[src/rtl/reboot_steer_pkg.sv]
package reboot_steer_pkg;

    typedef enum logic [1:0] {
        ST_IDLE,
        ST_BOOT,
        ST_WAIT,
        ST_FATAL
    } seq_state_t;

    localparam int unsigned IDX_IMG_LO  = 0;
    localparam int unsigned IDX_IMG_HI  = 1;
    localparam int unsigned IDX_GLD_LO  = 2;
    localparam int unsigned IDX_GLD_HI  = 3;
    localparam int unsigned IDX_SCRATCH = 4;
    localparam int unsigned IDX_MODE    = 5;
    localparam int unsigned IDX_WDOG    = 6;
    localparam int unsigned IDX_OPT     = 7;
    localparam int unsigned GEN_COUNT   = 5;

    localparam int unsigned MODE_OVR_BIT  = 15;
    localparam int unsigned MODE_WID_LSB  = 11;
    localparam int unsigned MODE_BOOT_LSB = 8;
    localparam int unsigned OPT_SKIP_BIT  = 6;
    localparam int unsigned OPCODE_W      = 8;
    localparam int unsigned PAR_HI_BITS   = 10;
    localparam int unsigned SER_HI_BITS   = 8;

endpackage

[src/rtl/rs_regfile.sv]
module rs_regfile
    import reboot_steer_pkg::*;
#(
    parameter int unsigned DATA_W  = 16,
    parameter int unsigned RADDR_W = 3,
    parameter int unsigned WD_W    = 16,
    parameter logic [WD_W-1:0] WD_MIN = 16'h0201
) (
    input  logic               clk,
    input  logic               por_n,
    input  logic               soft_rst,
    input  logic               we,
    input  logic [RADDR_W-1:0] addr,
    input  logic [DATA_W-1:0]  wdata,
    output logic [DATA_W-1:0]  rdata,
    input  logic [7:0]         pin_vsel,
    output logic [DATA_W-1:0]  img_lo,
    output logic [DATA_W-1:0]  img_hi,
    output logic [DATA_W-1:0]  gld_lo,
    output logic [DATA_W-1:0]  gld_hi,
    output logic [DATA_W-1:0]  mode_q,
    output logic [WD_W-1:0]    wd_reload,
    output logic               skip_init
);

    localparam logic [DATA_W-1:0] MODE_KEEP =
        DATA_W'((1 << MODE_OVR_BIT) | (3 << MODE_WID_LSB) | (3 << MODE_BOOT_LSB));

    logic [DATA_W-1:0] gen_w [GEN_COUNT];
    logic [WD_W-1:0]   wd_q;
    logic              skip_q;

    // one storage word per general register
    for (genvar g = 0; g < GEN_COUNT; g++) begin : g_gen
        logic [DATA_W-1:0] word_q;
        always_ff @(posedge clk or negedge por_n) begin
            if (!por_n)
                word_q <= '0;
            else if (we && addr == RADDR_W'(g))
                word_q <= wdata;
        end
        assign gen_w[g] = word_q;
    end

    always_ff @(posedge clk or negedge por_n) begin
        if (!por_n) begin
            mode_q <= '0;
            wd_q   <= '1;
            skip_q <= 1'b0;
        end else if (we) begin
            if (addr == RADDR_W'(IDX_MODE))
                mode_q <= wdata & MODE_KEEP;
            if (addr == RADDR_W'(IDX_WDOG))
                wd_q <= (wdata[WD_W-1:0] < WD_MIN) ? WD_MIN : wdata[WD_W-1:0];
            if (addr == RADDR_W'(IDX_OPT))
                skip_q <= wdata[OPT_SKIP_BIT];
        end
    end

    always_comb begin
        rdata = '0;
        unique case (addr)
            RADDR_W'(IDX_IMG_LO):  rdata = gen_w[IDX_IMG_LO];
            RADDR_W'(IDX_IMG_HI):  rdata = gen_w[IDX_IMG_HI];
            RADDR_W'(IDX_GLD_LO):  rdata = gen_w[IDX_GLD_LO];
            RADDR_W'(IDX_GLD_HI):  rdata = gen_w[IDX_GLD_HI];
            RADDR_W'(IDX_SCRATCH): rdata = gen_w[IDX_SCRATCH];
            RADDR_W'(IDX_MODE):    rdata = mode_q | DATA_W'(pin_vsel);
            RADDR_W'(IDX_WDOG):    rdata = DATA_W'(wd_q);
            RADDR_W'(IDX_OPT):     rdata = DATA_W'(skip_q) << OPT_SKIP_BIT;
            default:               rdata = '0;
        endcase
    end

    assign img_lo    = gen_w[IDX_IMG_LO];
    assign img_hi    = gen_w[IDX_IMG_HI];
    assign gld_lo    = gen_w[IDX_GLD_LO];
    assign gld_hi    = gen_w[IDX_GLD_HI];
    assign wd_reload = wd_q;
    assign skip_init = skip_q;

    // the stored reload never drops below the floor
    p_reload_floor_r3: assert property (@(posedge clk) disable iff (!por_n)
        wd_q >= WD_MIN);

    // a soft reset without a write leaves stored words alone
    p_soft_keeps_r7: assert property (@(posedge clk) disable iff (!por_n)
        (soft_rst && !we) |=> ($stable(mode_q) && $stable(wd_q) &&
                               $stable(gen_w[IDX_IMG_HI]) && $stable(gen_w[IDX_GLD_HI])));

endmodule

[src/rtl/rs_watchdog.sv]
module rs_watchdog #(
    parameter int unsigned WD_W = 16
) (
    input  logic            clk,
    input  logic            por_n,
    input  logic            soft_rst,
    input  logic            load,
    input  logic            run,
    input  logic [WD_W-1:0] reload,
    output logic            expired
);

    logic [WD_W-1:0] cnt_q;

    always_ff @(posedge clk or negedge por_n) begin
        if (!por_n)
            cnt_q <= '0;
        else if (soft_rst)
            cnt_q <= '0;
        else if (load)
            cnt_q <= reload;
        else if (run && cnt_q != '0)
            cnt_q <= cnt_q - 1'b1;
    end

    assign expired = run && (cnt_q == '0);

    // a reload lands exactly on the programmed value
    p_load_value_r9: assert property (@(posedge clk) disable iff (!por_n)
        (load && !soft_rst) |=> cnt_q == $past(reload));

    // a running count steps down by one per cycle
    p_count_step_r9: assert property (@(posedge clk) disable iff (!por_n)
        (run && !load && !soft_rst && cnt_q != '0) |=> cnt_q == $past(cnt_q) - 1'b1);

endmodule

[src/rtl/rs_seq.sv]
module rs_seq
    import reboot_steer_pkg::*;
#(
    parameter int unsigned DATA_W = 16,
    parameter int unsigned AW     = DATA_W + PAR_HI_BITS
) (
    input  logic              clk,
    input  logic              por_n,
    input  logic              soft_rst,
    input  logic              reboot_req,
    input  logic              cfg_start,
    input  logic              sync_seen,
    input  logic              expired,
    input  logic              flash_par,
    input  logic [1:0]        pin_width,
    input  logic [1:0]        pin_boot,
    input  logic [DATA_W-1:0] img_lo,
    input  logic [DATA_W-1:0] img_hi,
    input  logic [DATA_W-1:0] gld_lo,
    input  logic [DATA_W-1:0] gld_hi,
    input  logic [DATA_W-1:0] mode_q,
    output logic              wd_load,
    output logic              wd_run,
    output logic              boot_start,
    output logic [OPCODE_W-1:0] boot_opcode,
    output logic [AW-1:0]     boot_addr,
    output logic [1:0]        boot_width,
    output logic [1:0]        boot_mode,
    output logic              boot_golden,
    output logic              fatal_err
);

    seq_state_t state_q, state_nx;
    logic       fallback_q;
    logic       launch, launch_gold, set_fb, clr_fb;

    logic [DATA_W-1:0]   sel_lo, sel_hi;
    logic [OPCODE_W-1:0] nx_opcode;
    logic [AW-1:0]       nx_addr;
    logic [1:0]          nx_width, nx_mode;

    // state register
    always_ff @(posedge clk or negedge por_n) begin
        if (!por_n)
            state_q <= ST_IDLE;
        else if (soft_rst)
            state_q <= ST_IDLE;
        else
            state_q <= state_nx;
    end

    // next state and decisions
    always_comb begin
        state_nx    = state_q;
        launch      = 1'b0;
        launch_gold = fallback_q;
        set_fb      = 1'b0;
        clr_fb      = 1'b0;
        wd_load     = 1'b0;
        unique case (state_q)
            ST_IDLE: begin
                if (reboot_req) begin
                    state_nx = ST_BOOT;
                    launch   = 1'b1;
                end else if (cfg_start) begin
                    state_nx = ST_WAIT;
                    wd_load  = 1'b1;
                end
            end
            ST_BOOT: begin
                state_nx = ST_WAIT;
                wd_load  = 1'b1;
            end
            ST_WAIT: begin
                if (sync_seen) begin
                    state_nx = ST_IDLE;
                    clr_fb   = 1'b1;
                end else if (expired) begin
                    if (fallback_q) begin
                        state_nx = ST_FATAL;
                    end else begin
                        state_nx    = ST_BOOT;
                        launch      = 1'b1;
                        launch_gold = 1'b1;
                        set_fb      = 1'b1;
                    end
                end else if (reboot_req) begin
                    state_nx = ST_BOOT;
                    launch   = 1'b1;
                end else if (cfg_start) begin
                    wd_load = 1'b1;
                end
            end
            ST_FATAL: state_nx = ST_FATAL;
        endcase
        if (soft_rst) begin
            launch  = 1'b0;
            set_fb  = 1'b0;
            clr_fb  = 1'b0;
            wd_load = 1'b0;
        end
    end

    assign wd_run    = (state_q == ST_WAIT);
    assign fatal_err = (state_q == ST_FATAL);

    // fallback flag survives soft resets
    always_ff @(posedge clk or negedge por_n) begin
        if (!por_n)
            fallback_q <= 1'b0;
        else if (clr_fb)
            fallback_q <= 1'b0;
        else if (set_fb)
            fallback_q <= 1'b1;
    end

    // bundle formatting
    always_comb begin
        sel_lo    = launch_gold ? gld_lo : img_lo;
        sel_hi    = launch_gold ? gld_hi : img_hi;
        nx_opcode = flash_par ? '0 : sel_hi[DATA_W-1 -: OPCODE_W];
        nx_addr   = flash_par ? {sel_hi[PAR_HI_BITS-1:0], sel_lo}
                              : AW'({sel_hi[SER_HI_BITS-1:0], sel_lo});
        nx_width  = mode_q[MODE_OVR_BIT] ? mode_q[MODE_WID_LSB +: 2] : pin_width;
        nx_mode   = mode_q[MODE_OVR_BIT] ? mode_q[MODE_BOOT_LSB +: 2] : pin_boot;
    end

    // registered outputs
    always_ff @(posedge clk or negedge por_n) begin
        if (!por_n) begin
            boot_start  <= 1'b0;
            boot_opcode <= '0;
            boot_addr   <= '0;
            boot_width  <= '0;
            boot_mode   <= '0;
            boot_golden <= 1'b0;
        end else begin
            boot_start <= launch;
            if (launch) begin
                boot_opcode <= nx_opcode;
                boot_addr   <= nx_addr;
                boot_width  <= nx_width;
                boot_mode   <= nx_mode;
                boot_golden <= launch_gold;
            end
        end
    end

    // the start pulse lasts one cycle
    p_pulse_width_r8: assert property (@(posedge clk) disable iff (!por_n)
        boot_start |=> !boot_start);

    // fatal holds until a reset
    p_fatal_hold_r10: assert property (@(posedge clk) disable iff (!por_n)
        (fatal_err && !soft_rst) |=> fatal_err);

    // no launch while fatal
    p_fatal_quiet_r10: assert property (@(posedge clk) disable iff (!por_n)
        fatal_err |-> !boot_start);

    // sync returns to idle with the flag cleared
    p_sync_clears_r11: assert property (@(posedge clk) disable iff (!por_n)
        (wd_run && sync_seen && !soft_rst) |=> (state_q == ST_IDLE && !fallback_q));

    // an expiry launch always picks the golden image
    p_expiry_gold_r9: assert property (@(posedge clk) disable iff (!por_n)
        (wd_run && expired && !sync_seen && !fallback_q && !soft_rst) |=> (boot_start && boot_golden));

endmodule

[src/rtl/reboot_steer.sv]
module reboot_steer
    import reboot_steer_pkg::*;
#(
    parameter int unsigned DATA_W  = 16,
    parameter int unsigned RADDR_W = 3,
    parameter int unsigned WD_W    = 16,
    parameter logic [WD_W-1:0] WD_MIN = 16'h0201,
    localparam int unsigned AW = DATA_W + PAR_HI_BITS
) (
    input  logic               clk,
    input  logic               por_n,
    input  logic               soft_rst,
    input  logic               reg_we,
    input  logic [RADDR_W-1:0] reg_addr,
    input  logic [DATA_W-1:0]  reg_wdata,
    output logic [DATA_W-1:0]  reg_rdata,
    input  logic [7:0]         pin_vsel,
    input  logic [1:0]         pin_width,
    input  logic [1:0]         pin_boot,
    input  logic               flash_par,
    input  logic               cfg_start,
    input  logic               sync_seen,
    input  logic               reboot_req,
    output logic               boot_start,
    output logic [OPCODE_W-1:0] boot_opcode,
    output logic [AW-1:0]      boot_addr,
    output logic [1:0]         boot_width,
    output logic [1:0]         boot_mode,
    output logic               boot_golden,
    output logic               fatal_err,
    output logic               skip_init
);

    logic [DATA_W-1:0] img_lo, img_hi, gld_lo, gld_hi, mode_q;
    logic [WD_W-1:0]   wd_reload;
    logic              wd_load, wd_run, wd_expired;

    rs_regfile #(
        .DATA_W (DATA_W),
        .RADDR_W(RADDR_W),
        .WD_W   (WD_W),
        .WD_MIN (WD_MIN)
    ) u_regs (
        .clk      (clk),
        .por_n    (por_n),
        .soft_rst (soft_rst),
        .we       (reg_we),
        .addr     (reg_addr),
        .wdata    (reg_wdata),
        .rdata    (reg_rdata),
        .pin_vsel (pin_vsel),
        .img_lo   (img_lo),
        .img_hi   (img_hi),
        .gld_lo   (gld_lo),
        .gld_hi   (gld_hi),
        .mode_q   (mode_q),
        .wd_reload(wd_reload),
        .skip_init(skip_init)
    );

    rs_watchdog #(
        .WD_W(WD_W)
    ) u_wdog (
        .clk     (clk),
        .por_n   (por_n),
        .soft_rst(soft_rst),
        .load    (wd_load),
        .run     (wd_run),
        .reload  (wd_reload),
        .expired (wd_expired)
    );

    rs_seq #(
        .DATA_W(DATA_W),
        .AW    (AW)
    ) u_seq (
        .clk        (clk),
        .por_n      (por_n),
        .soft_rst   (soft_rst),
        .reboot_req (reboot_req),
        .cfg_start  (cfg_start),
        .sync_seen  (sync_seen),
        .expired    (wd_expired),
        .flash_par  (flash_par),
        .pin_width  (pin_width),
        .pin_boot   (pin_boot),
        .img_lo     (img_lo),
        .img_hi     (img_hi),
        .gld_lo     (gld_lo),
        .gld_hi     (gld_hi),
        .mode_q     (mode_q),
        .wd_load    (wd_load),
        .wd_run     (wd_run),
        .boot_start (boot_start),
        .boot_opcode(boot_opcode),
        .boot_addr  (boot_addr),
        .boot_width (boot_width),
        .boot_mode  (boot_mode),
        .boot_golden(boot_golden),
        .fatal_err  (fatal_err)
    );

endmodule

[config.mk]
export PLATFORM = sky130hd
export DESIGN_NAME = reboot_steer
export DESIGN_NICKNAME = d
export VERILOG_FILES = /design/src/rtl/reboot_steer_pkg.sv /design/src/rtl/rs_regfile.sv /design/src/rtl/rs_watchdog.sv /design/src/rtl/rs_seq.sv /design/src/rtl/reboot_steer.sv
export SDC_FILE = /design/constraint.sdc
export NUM_CORES = 1
export LEC_CHECK = 0
export BUFFER_PORTS_ARGS = -buffer_cell sky130_fd_sc_hd__buf_2
export CORE_AREA = 3 3 117 119
export DETAILED_ROUTE_END_ITERATION = 10
export DIE_AREA = 0 0 120 122
export HOLD_SLACK_MARGIN = 0.1
export PLACE_DENSITY = 0.94
export REMOVE_ABC_BUFFERS = 1
export SYNTH_ARGS = -nofsm -noshare
export SYNTH_HDL_FRONTEND = slang
export SYNTH_SLANG_ARGS = --single-unit
[constraint.sdc]
create_clock -name clk -period 6.2 [get_ports clk]
set_input_delay 1.24 -clock clk [delete_from_list [all_inputs] [get_ports clk]]
set_output_delay 1.24 -clock clk [all_outputs]
set_load 0.02 [all_outputs]
==> metrics, run 1 <==
clock-pin slew on the worst setup and hold paths ~0.06 ns; P_leak around 0.0042 uW; Slew HR 19.30%; core area around 0.013 mm2; Post-synth EDFFs 0; max incr delay on CP 0.81 ns; area of the multi-input gates 0.003628 mm2; Synth cell types 67; initial DRC count 895; IO buf count 96; Clock Root Buffer clkbuf_16; largest net degree at the start of global routing 94; Post-synth top flop dfrtp_1; setup TNS 0 ns; Worst setup SP type input port; Synth Instances 697; Ports 97; Avg WL per Cell 24.05 um; vias per cell 7.042; post-CTS sizing 0; Area Growth Syn to Fin 14.72%; flops & latches, synth 161; CTS tree yes; Synth Warn # 0; die area 0.01464 mm2; critical path arrival between 3 and 4 ns; Die Height 122 um; endpoint class of the critical path primary output; Final Max Tran Viols 0; GR Overflow Total 0; number of H-tree levels 4; GPL Wtd Cong between 0.9 and 1; Bufs and invs on worst path 3; non-filler cells, final 959; Critical Path, Cell by Cell buf_2, clkinv_1, nand3_1, nor2_1, a31oi_1, buf_2; clk_lat worst skew 0.43 ns; DR vias approximately 6800; Initial Util between 60% and 70%; dpl cells 926; final hold violations 0; max_cap viols 0; slowest CP cell nand3_1; first-pass detailed-route iteration total 8; sequential fraction of the synthesis area 50.96%; fin crit share between 80% and 90%; CP top delay family buffers and inverters; Detail Route Antenna Nets 0; pin slew with the least headroom to its limit 1.209 ns; Bufs on Longest Clock Path 2; Post-DP HPWL 14.50 mm; layout net count 814; Mapped Area around 0.008 mm2; clock buffers created by TritonCTS 17; CP Max Fanout 24; Total GRT Usage between 30% and 40%; CP required 4.96 ns; filler cell count 756; first-pass GRT wire length 36.83 mm; Hold Crit Class reg -> reg; most used cell, CP buf_2; Row Count 41; Clock Skews 0.009081 ns; fmax slightly below 200 MHz; Post-synth ARST share between 90% and 100%; antenna violations before repair 1; CTS sink cnt about 160; DRC Markers 0; final wirelength 23.06 mm; setup bufs post-CTS 0; status finished clean; die span in x 120 um; Mapped Avg Cell Area approximately 11 um2; number of global-route vias before repair roughly 7000; number of buffers inserted by hold repair at cts 0; PwrDens 444.6 mW/mm2; Setup Viol. Count Final 0; maximum VDD drop 268.4 uV; CP Class in -> out; Register Area about 0.0040 mm2; RSZ-0062 raised after global routing no; fin crit period between 5 and 6 ns; layout cells sized above 1 33.33%
## cells in the mapped netlist (14+ instances only)
cell | number | area, um2
mux2i_1 | 49 | 490.5
dfrtp_1 | 145 | 3628
mux2_2 | 95 | 1070
a21oi_1 | 16 | 80.08
nor2_1 | 30 | 112.6
nand2_1 | 24 | 90.09
nor3_1 | 14 | 70.07
buf_2 | 16 | 80.08
inv_1 | 15 | 56.30
dfstp_2 | 16 | 420.4
nand3_1 | 49 | 245.2
clkbuf_1 | 22 | 82.58
o21ai_0 | 59 | 295.3
## metrics by stage
step	area, um2	hold slack [ns]	util [%]	worst slack, ns	total power, uW
detailed placement	8514	0.4851	67.20	1.321	2932
finish	9115	0.4904	71.94	1.152	4052
floorplan	7719	0.4650	-	2.478	2456
global route	9115	0.5275	71.94	1.095	4227
global placement	8514	0.4751	67.20	1.452	2843
CTS	9112	0.4989	71.92	1.265	4026
## path summary, 6_finish.rpt
path	start	to	slack, ns	cells after the start
max	reg_addr[2]	reg_rdata[6]	1.15	6
min reg2reg	u_seq.boot_addr[15]	u_seq.boot_addr[15]	0.49	2
min	u_seq.boot_addr[15]	u_seq.boot_addr[15]	0.49	2
min in group asynchronous	por_n	u_seq.boot_start	0.87	1
max in group asynchronous	por_n	u_regs.g_gen[4].word_q[3]	3.87	2
max reg2reg	u_wdog.cnt_q[2]	u_seq.boot_width[0]	3.21	6
## logic make-up after synthesis
logic type / synth area share (%)
and+or+nand+nor: 9.922
muxes: 20.77
buffers and inverters: 3.606
DFF: 50.96
adders and majority gates: 0.3149
AOI/OAI and AO/OA: 14.43
## worst register-to-register path: stages, from the launching register on
cell     delay [ns]
dfrtp_1        0.45
nor4_2         0.55
and4_1         0.51
or4_1          0.18
buf_4          0.41
and2_4         0.54
o21ai_0        0.22
## layout make-up
| class | count | share of cell area [%] |
|---|---|---|
| Clock buffer | 22 | 5.093 |
| Multi-Input combinational cell | 471 | 39.81 |
| Inverter | 16 | 0.6589 |
| Tap cell | 172 | 2.361 |
| Sequential cell | 161 | 44.42 |
| Antenna cell | 1 | 0.02745 |
| Timing Repair Buffer | 106 | 6.163 |
| Clock inverter | 10 | 1.469 |
## per-layer routing
layer	global-route usage, %	vias up	part of all wire, %
li1	-	2783	-
met2	54.44	524	49
met5	0	-	0
met3	7.289	124	9.6
met1	39.49	3322	36
met4	17.25	0	4.9
## cell usage in the layout, fill, tap and decap left out, types with 6 or more instances in the layout
| cell | count |
|---|---|
| dfrtp_1 | 145 |
| mux2_2 | 95 |
| buf_2 | 95 |
| o21ai_0 | 59 |
| mux2i_1 | 49 |
| nand3_1 | 49 |
| nor2_1 | 29 |
| nand2_1 | 24 |
| clkbuf_16 | 17 |
| a21oi_1 | 16 |
| dfstp_2 | 16 |
| inv_1 | 15 |
| nor3_1 | 14 |
| o31ai_1 | 10 |
| buf_4 | 10 |
| a22oi_1 | 8 |
| o22ai_1 | 8 |
| a221o_1 | 8 |
| a22o_1 | 8 |
| nor4_1 | 7 |
| o22a_1 | 6 |
## flip-flops by register name, indices dropped and copies added, names as in the netlist, 16 cells and up
name and flops:
u_regs.img_hi 16, u_regs.gld_hi 16, u_regs.wd_reload 16, u_regs.img_lo 16, u_seq.boot_addr 26, u_regs.gld_lo 16
u_wdog.cnt_q 16, u_regs.g_gen.word_q 16
## power breakdown
group / leakage (uW) / switching (uW) / internal, uW
Sequential: 0.00197 / 270 / 1380
Combinational: 0.00192 / 808 / 530
Clock: 0.000290 / 416 / 652
Total: 0.00418 / 1490 / 2560
(Power assumes the default switching activity.)
==> run 2, diff against run 1 <==
Settings changed: CORE_AREA 3 3 117 119 to 3 3 127 129, DIE_AREA 0 0 120 122 to 0 0 130 132, PLACE_DENSITY 0.94 to 0.86.
Clock period 6.2 ns to 4.2 ns, I/O delays scaled along.
==> run 2 against run 1 <==
  * Non-clock buffer count grew 10
  * Flip-flop and latch count is the same
  * Highest routed layer unchanged
  * Clock skew shrank 0.0025 ns
==> metrics, run 2 (same netlist as run 1, synthesis figures left out) <==
Post-DP HPWL 14.82 mm (+2.2%); CTS tree yes; post-CTS sizing 0 (unchanged); wire length on met1 9.383 mm (+13%); Total GRT Usage 26.27% (-6.2 points); Largest Register u_seq.boot_addr; Area after DPL 0.008628 mm2 (+1.3%); Setup Viol. Count Final 0 (unchanged); fin area 0.009199 mm2 (+0.92%); DRC Markers 0 (unchanged); reg-to-reg critical path startpoint u_wdog.cnt_q[2]; max reg flops 26 (unchanged); pin slew with the least headroom to its limit 1.063 ns (-0.1460 ns); number of buffers inserted by hold repair at cts 0 (unchanged); Area Growth Syn to Fin 15.78%; number of H-tree levels 4 (unchanged); IO buf count 96 (unchanged); Detail Route Antenna Nets 0 (unchanged); die area 0.01716 mm2 (+17%); worst reg-to-reg setup slack 1.11 ns (-2.10 ns); critical path arrival 2.75 ns (-1.06 ns); # diodes 0 (-1); final hold violations 0 (unchanged); vias per cell 6.575 (-6.6%); DR vias 6470 (-4.2%); GR Overflow Total 0 (unchanged); core area 0.01515 mm2 (+20%); Hold EP u_seq.boot_addr[11]; most used cell, CP buf_2; PwrDens 633.6 mW/mm2 (+43%); Worst Hold Depth 2 (unchanged); maximum VDD drop 383.7 uV (+43%); CP required 3.36 ns (-1.60 ns); antenna violations before repair 0 (-1); Final Max Tran Viols 0 (unchanged); first-pass detailed-route iteration total 5 (-3); CTS sink cnt 161 (unchanged); met2 WL 10.29 mm (-9.9%); max incr delay on CP 0.64 ns (-0.17 ns); filler cell count 1119 (+48%); CP top delay family buffers and inverters; setup ws final 0.6095 ns (-0.5420 ns); Ports 97 (unchanged); endpoint class of the critical path primary output; layout cells sized above 1 34.42% (+1.1 points); die span in x 130 um (+8.3%); commonest non-fill, non-tap cells in the layout dfrtp_1 (145), mux2_2 (95), buf_2 (95); hold_ws 0.4909 ns (+0.0004740 ns); Clock Skews 0.006620 ns (-0.002461 ns); CP Class in -> out; status finished clean; fmax approximately 280 MHz; layout net count 824 (+1.2%); Hold Crit Class reg -> reg; Critical Path, Cell by Cell buf_2, inv_1, nand3_1, mux2_2, buf_2; CP Max Fanout 17 (-29%); fin crit share 85.49%; Clock Root Buffer clkbuf_16; R2R cell count 5 (-1); setup bufs post-CTS 0 (unchanged); Bufs and invs on worst path 3 (unchanged); Avg WL per Cell 22.13 um (-8.0%); Worst setup SP type input port; largest net degree at the start of global routing 100 (+6.4%); Slew HR 28.00% (+8.7 points); met3 WL post-DR 1.484 mm (-33%); first-pass GRT wire length 35.47 mm (-3.7%); GPL Wtd Cong 0.9243 (+1.5%); hold_sp u_seq.boot_addr[11]; clock-pin slew on the worst setup and hold paths 0.06 ns (about the same); clock buffers created by TritonCTS 17 (unchanged); number of global-route vias before repair 6345 (-7.1%); reg2reg end u_seq.boot_addr[23]; fin crit period 3.590 ns; slowest CP cell nand3_1; clk_lat worst skew 0.43 ns (about the same); Bufs on Longest Clock Path 2 (unchanged); max_cap viols 0 (unchanged); DR top layer met4; initial DRC count 719 (-20%); P_leak 0.004212 uW (+0.81%); Die Height 132 um (+8.2%); RSZ-0062 raised after global routing no; commonest non-fill, non-tap cell in the layout dfrtp_1; setup TNS 0 ns (unchanged); Row Count 45 (+9.8%); Initial Util 52.46% (-10 points); Setup WS pre-CTS 0.6804 ns (-0.6409 ns); final wirelength 21.78 mm (-5.6%)
[run 2: cell types whose count changed in the layout (fill, tap and decap cells not counted), sizes merged]
cell	before	now
buf	106	116
inv	15	19
diode	1	0
clkbuf	22	18
bufinv	3	1
clkinvlp	2	4
[run 2: worst max-delay path by stage]
stage                          startpoint  cells past startpoint  slack, ns                  end
after global placement        reg_addr[0]                      5       0.68         reg_rdata[8]
final                         reg_addr[0]                      5       0.61        reg_rdata[13]
after CTS                     reg_addr[0]                      5       0.66        reg_rdata[13]
after floorplan           u_wdog.cnt_q[0]                      7       1.26  u_seq.boot_addr[24]
after detailed placement      reg_addr[0]                      5       0.68        reg_rdata[13]
after global routing          reg_addr[0]                      5       0.57        reg_rdata[13]
[run 2: worst reg2reg max path: stages (launching register included)]
cell     delay, ns
dfrtp_1       0.45
nor4_2        0.53
and4_1        0.52
or4_1         0.67
and2_4        0.59
o21ai_0       0.19
[run 2: power by group]
part	total [uW]	switching (uW)	internal, uW
registers	2400	367	2030
clock network	1490	656	838
logic	1940	1150	791
total	5830	2170	3660
[run 2: per-stage QoR]
stage	std cells	power (uW)	utilization (%)
floorplan	648	3625	-
global placement	952	4262	56.97
detailed placement	952	4325	56.97
CTS	984	5828	60.74
global route	984	6135	60.74
finish	984	5829	60.74
[run 2: routing by layer]
metal	track usage, %	vias up
met4	9.988	0
met3	5.632	63
met1	37.50	3278
li1	-	2805
met5	0	-
met2	39.46	324
[run 2: area by class of cell]
type	count	area, um2	area share [%]
flip-flops and latches	161	4049	44.02
repair buffers	116	649.4	7.059
clock buffers	18	439.2	4.774
inverters	16	60.06	0.6529
clock inverters	14	131.4	1.428
multi-input cells	471	3635	39.51
well taps	188	235.2	2.557
==> run 3, diff against run 2 <==
Settings changed: ABC_AREA set to 1, PLACE_DENSITY 0.86 to 0.85.
==> run 3 against run 2 <==
  * Non-clock buffer count is 10 lower
  * Global-route usage increased by 0.38 points
  * Critical path type unchanged
  * Largest power group unchanged
  * Routed wire length increased by 1.2%
  * Setup slack better by 0.13 ns
==> metrics, run 3 <==
status finished clean; vias per cell 5.726 (-13%); fin crit period 3.456 ns (-0.1346 ns); mux share of post-synthesis cell area 0.5044% (-20 points); fmax 289.4 MHz (+3.9%); synth top area cells dfrtp_1 (46%), nand2_1 (19%), o21ai_0 (6.8%); Synth Area in Adders 0.3153% (about the same); Mapped Avg Cell Area 7.859 um2 (-31%); clock power share 27.1% (+1.5 points); non-filler cells, final 1294 (+32%); Synth Instances 1010 (+45%); critical path arrival 2.62 ns (-0.13 ns); CP required 3.36 ns (about the same); max_cap viols 0 (unchanged); simple-gate share of the synthesized area 26.15% (+16 points); clock buffers created by TritonCTS 17 (unchanged); Avg WL per Cell 17.03 um (-23%); layout cells sized above 1 16.14% (-18 points); P_leak 0.004793 uW (+14%); Mapped Area 0.007938 mm2 (about the same); pin slew with the least headroom to its limit 1.174 ns (+0.1108 ns); Net Sw Frac 38.00% (+0.78 points); Final Max Tran Viols 0 (unchanged); Largest Register u_seq.boot_addr; Bufs on Longest Clock Path 2 (unchanged); Post-synth ARST share 100.0% (unchanged); final hold violations 0 (unchanged); Net Sw Power 2177 uW (+0.34%); filler cell count 1300 (+16%); Area Growth Syn to Fin 14.90%; post-synthesis xor/xnor area fraction 1.103% (+1.1 points); max reg flops 26 (unchanged); clock-pin slew on the worst setup and hold paths 0.06 ns (about the same); maximum VDD drop 333.2 uV (-13%); largest family of logic cells by synthesized area simple AND/OR/NAND/NOR gates; layout net count 1131 (+37%); largest area contributor in the netlist dfrtp_1; Row Count 45 (unchanged); number of buffers inserted by hold repair at cts 0 (unchanged); top-count cell post-synth nand2_1; largest net degree at the start of global routing 96 (-4.0%); worst reg-to-reg setup slack 1.81 ns (+0.70 ns); fin crit share 82.28% (-3.2 points); die area 0.01716 mm2 (unchanged); die span in x 130 um (unchanged); IO buf count 96 (unchanged); Reg power frac 40.5% (-0.6 points); setup bufs post-CTS 0 (unchanged); Synth cell types 40 (-40%); flops & latches, synth 161 (unchanged); Comb pwr share 32.5% (-0.7 points); Clock Skews 0.006732 ns (+0.0001113 ns); Worst setup SP type input port; CP Class in -> out; number of global-route vias before repair 7125 (+12%); PwrDens 628.1 mW/mm2 (-0.87%); initial DRC count 806 (+12%); Post-synth EDFFs 0 (unchanged); clk_lat worst skew 0.43 ns (about the same); Pint 3552 uW (-2.9%); hold_ws 0.4698 ns (-0.02110 ns); post-CTS sizing 0 (unchanged); post-synth top area share 45.71% (about the same); antenna violations before repair 2 (+2); Ports 97 (unchanged); endpoint class of the critical path primary output; commonest non-fill, non-tap cells in the layout nand2_1 (404), dfrtp_1 (145), o21ai_0 (108); setup TNS 0 ns (unchanged); Post-synth top flop dfrtp_1; DRC Markers 0 (unchanged); DR vias 7410 (+15%); RSZ-0062 raised after global routing no; GPL Wtd Cong 0.8992 (-2.7%); compound-gate portion of the synthesized area 14.01% (-0.41 points); CTS sink cnt 161 (unchanged); Detail Route Antenna Nets 0 (unchanged); number of H-tree levels 4 (unchanged); Post-DP HPWL 14.65 mm (-1.2%); Total GRT Usage 26.64% (+0.38 points); Setup Viol. Count Final 0 (unchanged); first-pass detailed-route iteration total 6 (+1); Slew HR 21.54% (-6.5 points); CP Max Fanout 17 (unchanged); Clock Root Buffer clkbuf_16; first-pass GRT wire length 36.09 mm (+1.8%); sequential fraction of the synthesis area 51.01% (about the same); final wirelength 22.04 mm (+1.2%); Commonest cells post-synth nand2_1 (404), dfrtp_1 (145), o21ai_0 (108); dpl cells 1259 (+32%); GR Overflow Total 0 (unchanged); Initial Util 52.41% (about the same); Die Height 132 um (unchanged); Synth Warn # 0 (unchanged); commonest non-fill, non-tap cell in the layout nand2_1; Hold Crit Class in -> async; CTS tree yes; core area 0.01515 mm2 (unchanged)
-- run 3: layout make-up --
class                      count  area (um2)  share of cell area (%)
tap                          188       235.2                   2.579
timing repair buffer         106       574.3                   6.297
sequential                   161        4049                   44.40
antenna                        3       7.507                 0.08232
multi-input combinational    718        3341                   36.63
clock buffer                  20       456.7                   5.008
inverter                      86       322.8                   3.540
clock inverter                12       133.9                   1.468
-- run 3: per-stage QoR --
stage | util [%] | worst slack [ns] | total power, uW | cell area, um2
after CTS | 60.17 | 0.8309 | 5728 | 9112
after global placement | 56.27 | 0.8872 | 4102 | 8522
after detailed placement | 56.27 | 0.8299 | 4173 | 8522
final | 60.21 | 0.7442 | 5729 | 9120
after global routing | 60.20 | 0.6435 | 6111 | 9117
after floorplan | - | 1.530 | 3590 | 7712
-- run 3: logic make-up after synthesis --
kind of cell	Yosys count
xor+xnor	10
mux	4
compound gates	191
fa+ha+maj	2
flops	161
simple gates	511
buf+inv	131
-- run 3: critical path, stage by stage --
cell	delay, ns
buf_2	0.14
inv_1	0.09
nand3_1	0.08
clkinv_1	0.56
a221oi_1	0.49
o211ai_1	0.19
buf_2	0.22
-- run 3: per-layer routing --
metal	global-route usage (%)	share of wire [%]
met1	36.26	41
met2	40.06	46
met3	7.253	9.8
met4	11.61	3.0
met5	0	0
-- run 3: final timing paths --
path / end / start / depth (start not counted)
max: reg_rdata[11] / reg_addr[2] / 7
min: u_seq.boot_addr[19] / por_n / 1
max reg2reg: u_seq.boot_addr[22] / u_wdog.cnt_q[0] / 10
min reg2reg: u_seq.boot_addr[14] / u_seq.boot_addr[14] / 2
max in group asynchronous: u_regs.wd_reload[14] / por_n / 2
min in group clk: u_seq.boot_addr[14] / u_seq.boot_addr[14] / 2
-- run 3: power groups by stage --
| stage | sequential (uW) | combinational [uW] | clock [uW] |
|---|---|---|---|
| after floorplan | 2440 | 1150 | 0 |
| after global placement | 2310 | 1790 | 0 |
| after detailed placement | 2330 | 1840 | 0 |
| after CTS | 2310 | 1860 | 1550 |
| after global routing | 2370 | 2110 | 1630 |
| final | 2320 | 1860 | 1550 |
